<file path="src/rtl/dma2d_addr_gen.sv">
module dma2d_addr_gen #(
  parameter int AW = 30,
  parameter int LW = 16,
  parameter int CW = 16
) (
  input  logic          clk,
  input  logic          rst_n,
  input  logic          start,
  input  logic [AW+1:0] start_byte,
  input  logic [LW-1:0] line_len,
  input  logic [LW-1:0] line_stride,
  input  logic [CW-1:0] line_cnt,
  input  logic          dir,
  input  logic          burst,
  input  logic          abort,
  input  logic          req_ready,
  output logic          req_valid,
  output logic [AW-1:0] req_addr,
  output logic          req_dir,
  output logic          req_burst,
  output logic          done,
  output logic          half_irq
);
  localparam int RW = LW + CW + 1;

  logic          busy, ring;
  logic [AW-1:0] addr, base;
  logic [LW-1:0] len_q, stride_q, xcnt;
  logic [CW-1:0] ylast, ycnt;
  logic [RW-1:0] off, ring_last, half_last, region;
  logic          dir_q, burst_q, done_q, irq_q;

  assign region    = RW'(line_stride) * (RW'(line_cnt) + RW'(1));
  assign req_valid = busy;
  assign req_addr  = addr;
  assign req_dir   = dir_q;
  assign req_burst = burst_q;
  assign done      = done_q;
  assign half_irq  = irq_q;

  wire x_end = (xcnt == len_q - LW'(1));
  wire y_end = (ycnt == ylast);

  always_ff @(posedge clk) begin
    if (!rst_n) begin
      busy <= 1'b0; ring <= 1'b0; addr <= '0; base <= '0;
      len_q <= '0; stride_q <= '0; xcnt <= '0; ylast <= '0; ycnt <= '0;
      off <= '0; ring_last <= '0; half_last <= '0;
      dir_q <= 1'b0; burst_q <= 1'b0; done_q <= 1'b0; irq_q <= 1'b0;
    end else begin
      done_q <= 1'b0;
      irq_q  <= 1'b0;
      if (abort) begin
        busy <= 1'b0;
      end else if (!busy) begin
        if (start) begin
          busy      <= 1'b1;
          ring      <= (line_len == '0);
          addr      <= start_byte[AW+1:2];
          base      <= start_byte[AW+1:2];
          len_q     <= line_len;
          stride_q  <= line_stride;
          ylast     <= line_cnt;
          xcnt      <= '0;
          ycnt      <= '0;
          off       <= '0;
          ring_last <= region - RW'(1);
          half_last <= (region >> 1) - RW'(1);
          dir_q     <= dir;
          burst_q   <= burst;
        end
      end else if (req_ready) begin
        if (ring) begin
          if (off == ring_last) begin
            off   <= '0;
            addr  <= base;
            irq_q <= 1'b1;
          end else begin
            off  <= off + RW'(1);
            addr <= addr + AW'(1);
            if (off == half_last) irq_q <= 1'b1;
          end
        end else if (x_end) begin
          if (y_end) begin
            busy   <= 1'b0;
            done_q <= 1'b1;
          end else begin
            ycnt <= ycnt + CW'(1);
            xcnt <= '0;
            base <= base + AW'(stride_q);
            addr <= base + AW'(stride_q);
          end
        end else begin
          xcnt <= xcnt + LW'(1);
          addr <= addr + AW'(1);
        end
      end
    end
  end
endmodule


</file>
<file path="config.mk">
export PLATFORM = sky130hd
export DESIGN_NAME = dma2d_addr_gen
export DESIGN_NICKNAME = d
export VERILOG_FILES = /design/src/rtl/dma2d_addr_gen.sv
export SDC_FILE = /design/constraint.sdc
export NUM_CORES = 1
export LEC_CHECK = 0
export BUFFER_PORTS_ARGS = -buffer_cell sky130_fd_sc_hd__buf_2
export CAP_MARGIN = 20
export CORE_ASPECT_RATIO = 0.8
export CORE_MARGIN = 5
export CORE_UTILIZATION = 35
export DETAILED_ROUTE_END_ITERATION = 8
export PLACE_DENSITY_LB_ADDON = 0.05
export SETUP_SLACK_MARGIN = 0.02
export SYNTH_ARGS = -nofsm -noshare
export SYNTH_HDL_FRONTEND = slang
export SYNTH_SLANG_ARGS = --single-unit
</file>
<file path="constraint.sdc">
create_clock -name clk -period 23.6 [get_ports clk]
set_clock_uncertainty 0.15 [all_clocks]
set_input_delay 4.72 -clock clk [delete_from_list [all_inputs] [get_ports clk]]
set_output_delay 4.72 -clock clk [all_outputs]
set_load 0.005 [all_outputs]
</file>
==> flow_summary.toml <==
[setup_path]
max_incr_delay_on_cp_ps = 860
most_used_cell_along_the_critical_path = "sky130_fd_sc_hd__fa_1"
setup.worst_path.start_class = "input port"
worstPathRequired_ps = 23940
critical_path_start_end_classification = "in -> reg"
critical_path.endpoint_type = "flip-flop"
timing.critical_path.arrival_ps = 14600
cpMaxStageDelayCell = "sky130_fd_sc_hd__xor2_2"
crit_fanout = 20

[cts]
cts-htree-levels = 1
setup_fix_buffers_added_after_clock_tree_synthesis = 0
postCtsResizedCells = 0
max-clock-path-buffers = 3
clk_transition_reported_paths_ps = 60
cts_tree = "built"
root_buffer = "sky130_fd_sc_hd__clkbuf_16"
cts_inserted_buffers = 29
insertion_delay_ps = 590
ctsHoldBuffers = 0
cts_sinks = 245

[route]
initialDrtViolationCount = 1254
drtAntennaViolNets = 0
post-route-drc-count = 0
routed_wire_length_per_instance_um = 19.51
vias = 21668
postRouteWirelength_um = 78870
drt-pass1-iter-count = 5
via_per_inst = 5.359

[yosys]
synthesized_area_per_cell_um2 = 7.938
share_of_the_synthesized_area_in_compound_gates_ao_oa_aoi_oai = 0.1444
postSynthNetCount = 3513
synth-main-ff-cell = "sky130_fd_sc_hd__dfxtp_1"
ys_ff_latch = 245
number_of_synthesized_flops_with_an_enable_pin = 0
dominant_combinational_cell_family_by_area_after_synthesis = "adder cells"
yosysWarningCount = 0
yosys.area_share.simple = 0.2304
synth_sequential_area_ratio = 0.2002
synth_cell_type_count = 80
post_synth_xor_area_fraction = 0.09829
synth.mux.area_fraction = 0.01710
syn-instance-count = 3087
synthArstFlopShare = 0
yosys.area_share.adder = 0.2371
netlist_area_mm2 = 0.02450

[global_routing]
first_pass_grt_wire_length_um = 125500
grt_max_degree = 85
grt_use_total = 0.2050
gr-max-usage-layer = "met2"
via_count_of_the_first_global_routing_pass = 22040
grt_antenna_before_repair = 2
globalRouteMet3Util = 0.02740
overflow = 0
grtUsageMet2 = 0.3241
met1_track_demand_over_resource = 0.3034

[finish]
post_layout_net_count = 3524
post_layout_nonfiller_instances = 4043
drive_gt1_frac = 0.07858
post-route-util = 0.3890
area_growth_syn_to_layout_pct = 9.676

[placed_design]
dp.final_hpwl_um = 59820
numPortBuffers = 119
placed_cells = 3988
routabilityCongestion = 0.8790

[timing]
min_period_over_period = 0.6042
tightest_slew_ps = 1178
crit_path_time_final_ps = 14260
slew-limit-headroom = 0.2105
report.final.slew_viol_count = 0
fin_tns_setup_ps = 0
timing.fmax_mhz = 70.13
finalHoldViolCount = 0
finalSetupViolations = 0
unrepaired_setup_endpoints_after_global_routing = "no"

[run_status]
outcome = "complete, no violations"

[floorplan]
design.die.area_mm2 = 0.07544
die_height_um = 246.7
core_area_mm2 = 0.06908
die_x_um = 305.8
core.rowCount = 86
io_pins = 122
initial_core_utilization = 0.3547

[job]
max_cap_viol_count = 0

[min_path]
worst_hold_path_type = "reg -> reg"
==> kinds of logic (layout without fill, tap and decap cells) <==
group,after synthesis,after routing
compound gates,560,560
xor+xnor,275,275
fa+ha+maj,339,339
buf+inv,468,499
flops,245,245
mux,40,40
other cells,0,1
simple gates,1160,1160
==> cell usage after synthesis, drive strengths merged (9+ instances only) <==
cell / n / area (µm²)
and4: 14 / 122.6
dfxtp: 245 / 4905
ha: 130 / 1627
a21o: 12 / 90.09
nor2: 212 / 798.3
nand3: 73 / 365.4
mux2: 9 / 108.9
mux2i: 31 / 310.3
or3: 27 / 168.9
nand4: 52 / 325.3
or2: 14 / 87.58
xnor2: 183 / 1603
xor2: 92 / 805.8
inv: 292 / 1096
a211oi: 49 / 382.9
clkbuf: 168 / 631.9
or4: 12 / 90.09
fa: 209 / 4184
o211ai: 22 / 165.2
nor3: 65 / 330.3
a31oi: 29 / 181.4
o21a: 22 / 165.2
and3: 34 / 212.7
o21ai: 130 / 654.4
nand2: 412 / 1546
and2: 132 / 825.8
nor4: 44 / 275.3
a221oi: 11 / 96.34
nand2b: 14 / 87.58
a311oi: 11 / 96.34
nor2b: 32 / 200.2
a21oi: 178 / 890.9
==> critical path, delay by kind of cell <==
| kind | cells | cell delay (ps) |
|---|---|---|
| buf+inv | 4 | 610 |
| fa+ha+maj | 8 | 3950 |
| xor+xnor | 1 | 860 |
| compound gates | 5 | 1510 |
| simple gates | 9 | 2950 |
==> cell usage in the layout (no fill, tap or decap), drive strengths merged, types with 7 or more instances in the layout <==
master,instances
nand4,52
xor2,92
o22ai,8
fa,209
nand2b,14
a221oi,11
a311oi,11
mux2i,31
a2111oi,7
a21boi,7
or4,12
o211ai,22
ha,130
a21o,12
nor2b,32
a31oi,29
o21ai,130
a21oi,178
and2,132
nor2,212
o21a,22
o31ai,8
clkbuf,46
xnor2,183
inv,293
nand3,73
nor4,44
a211o,8
dfxtp,245
and3,34
and4,14
mux2,9
or2,14
nor3,65
nand2,412
buf,156
or3,27
a211oi,49
==> routing by layer <==
layer	routed length [µm]	part of all wire	vias to the layer above
met5	11	0.00014	-
met1	39340	0.50	10717
met3	4151	0.053	70
li1	-	-	10390
met2	34230	0.43	489
met4	1131	0.014	2
==> through the flow <==
stage	setup WS, ps	hold WS, ps	cell area, µm²
after floorplan	10710	290.0	24500
after global placement	9028	290.4	25900
after detailed placement	8913	304.9	25900
after CTS	9481	313.1	26820
after global routing	8812	332.6	26870
final	9340	315.3	26880
==> area by class of cell <==
class	instances	area [µm²]
Inverter	292	1099
Timing Repair Buffer	156	904.6
Sequential cell	245	4906
Clock buffer	46	879.6
Fill cell	7200	42210
Clock inverter	5	43.79
Multi-Input combinational cell	2374	17880
Tap cell	924	1156
Antenna cell	1	2.502
==> state kept, by name, summed over array words and instances (netlist names) <==
name and cells:
half_last 33, off 33, ring_last 33, base 30, req_addr 30, len_q 16, stride_q 16, xcnt 16
ycnt 16, ylast 16, done 1, half_irq 1, req_burst 1, req_dir 1, req_valid 1, ring 1
==> worst paths after layout <==
check	slack [ps]	cells after the start	endpoint	start
worst min register to register	320	2	stride_q[3]	stride_q[3]
worst max-delay path	9340	27	half_last[32]	line_cnt[0]
worst min-delay path	320	2	stride_q[3]	stride_q[3]
worst max register to register	18940	11	req_addr[16]	len_q[0]
Power is not shown: default switching activity piles up to over one toggle a cycle in this logic, so the estimate is an artifact.
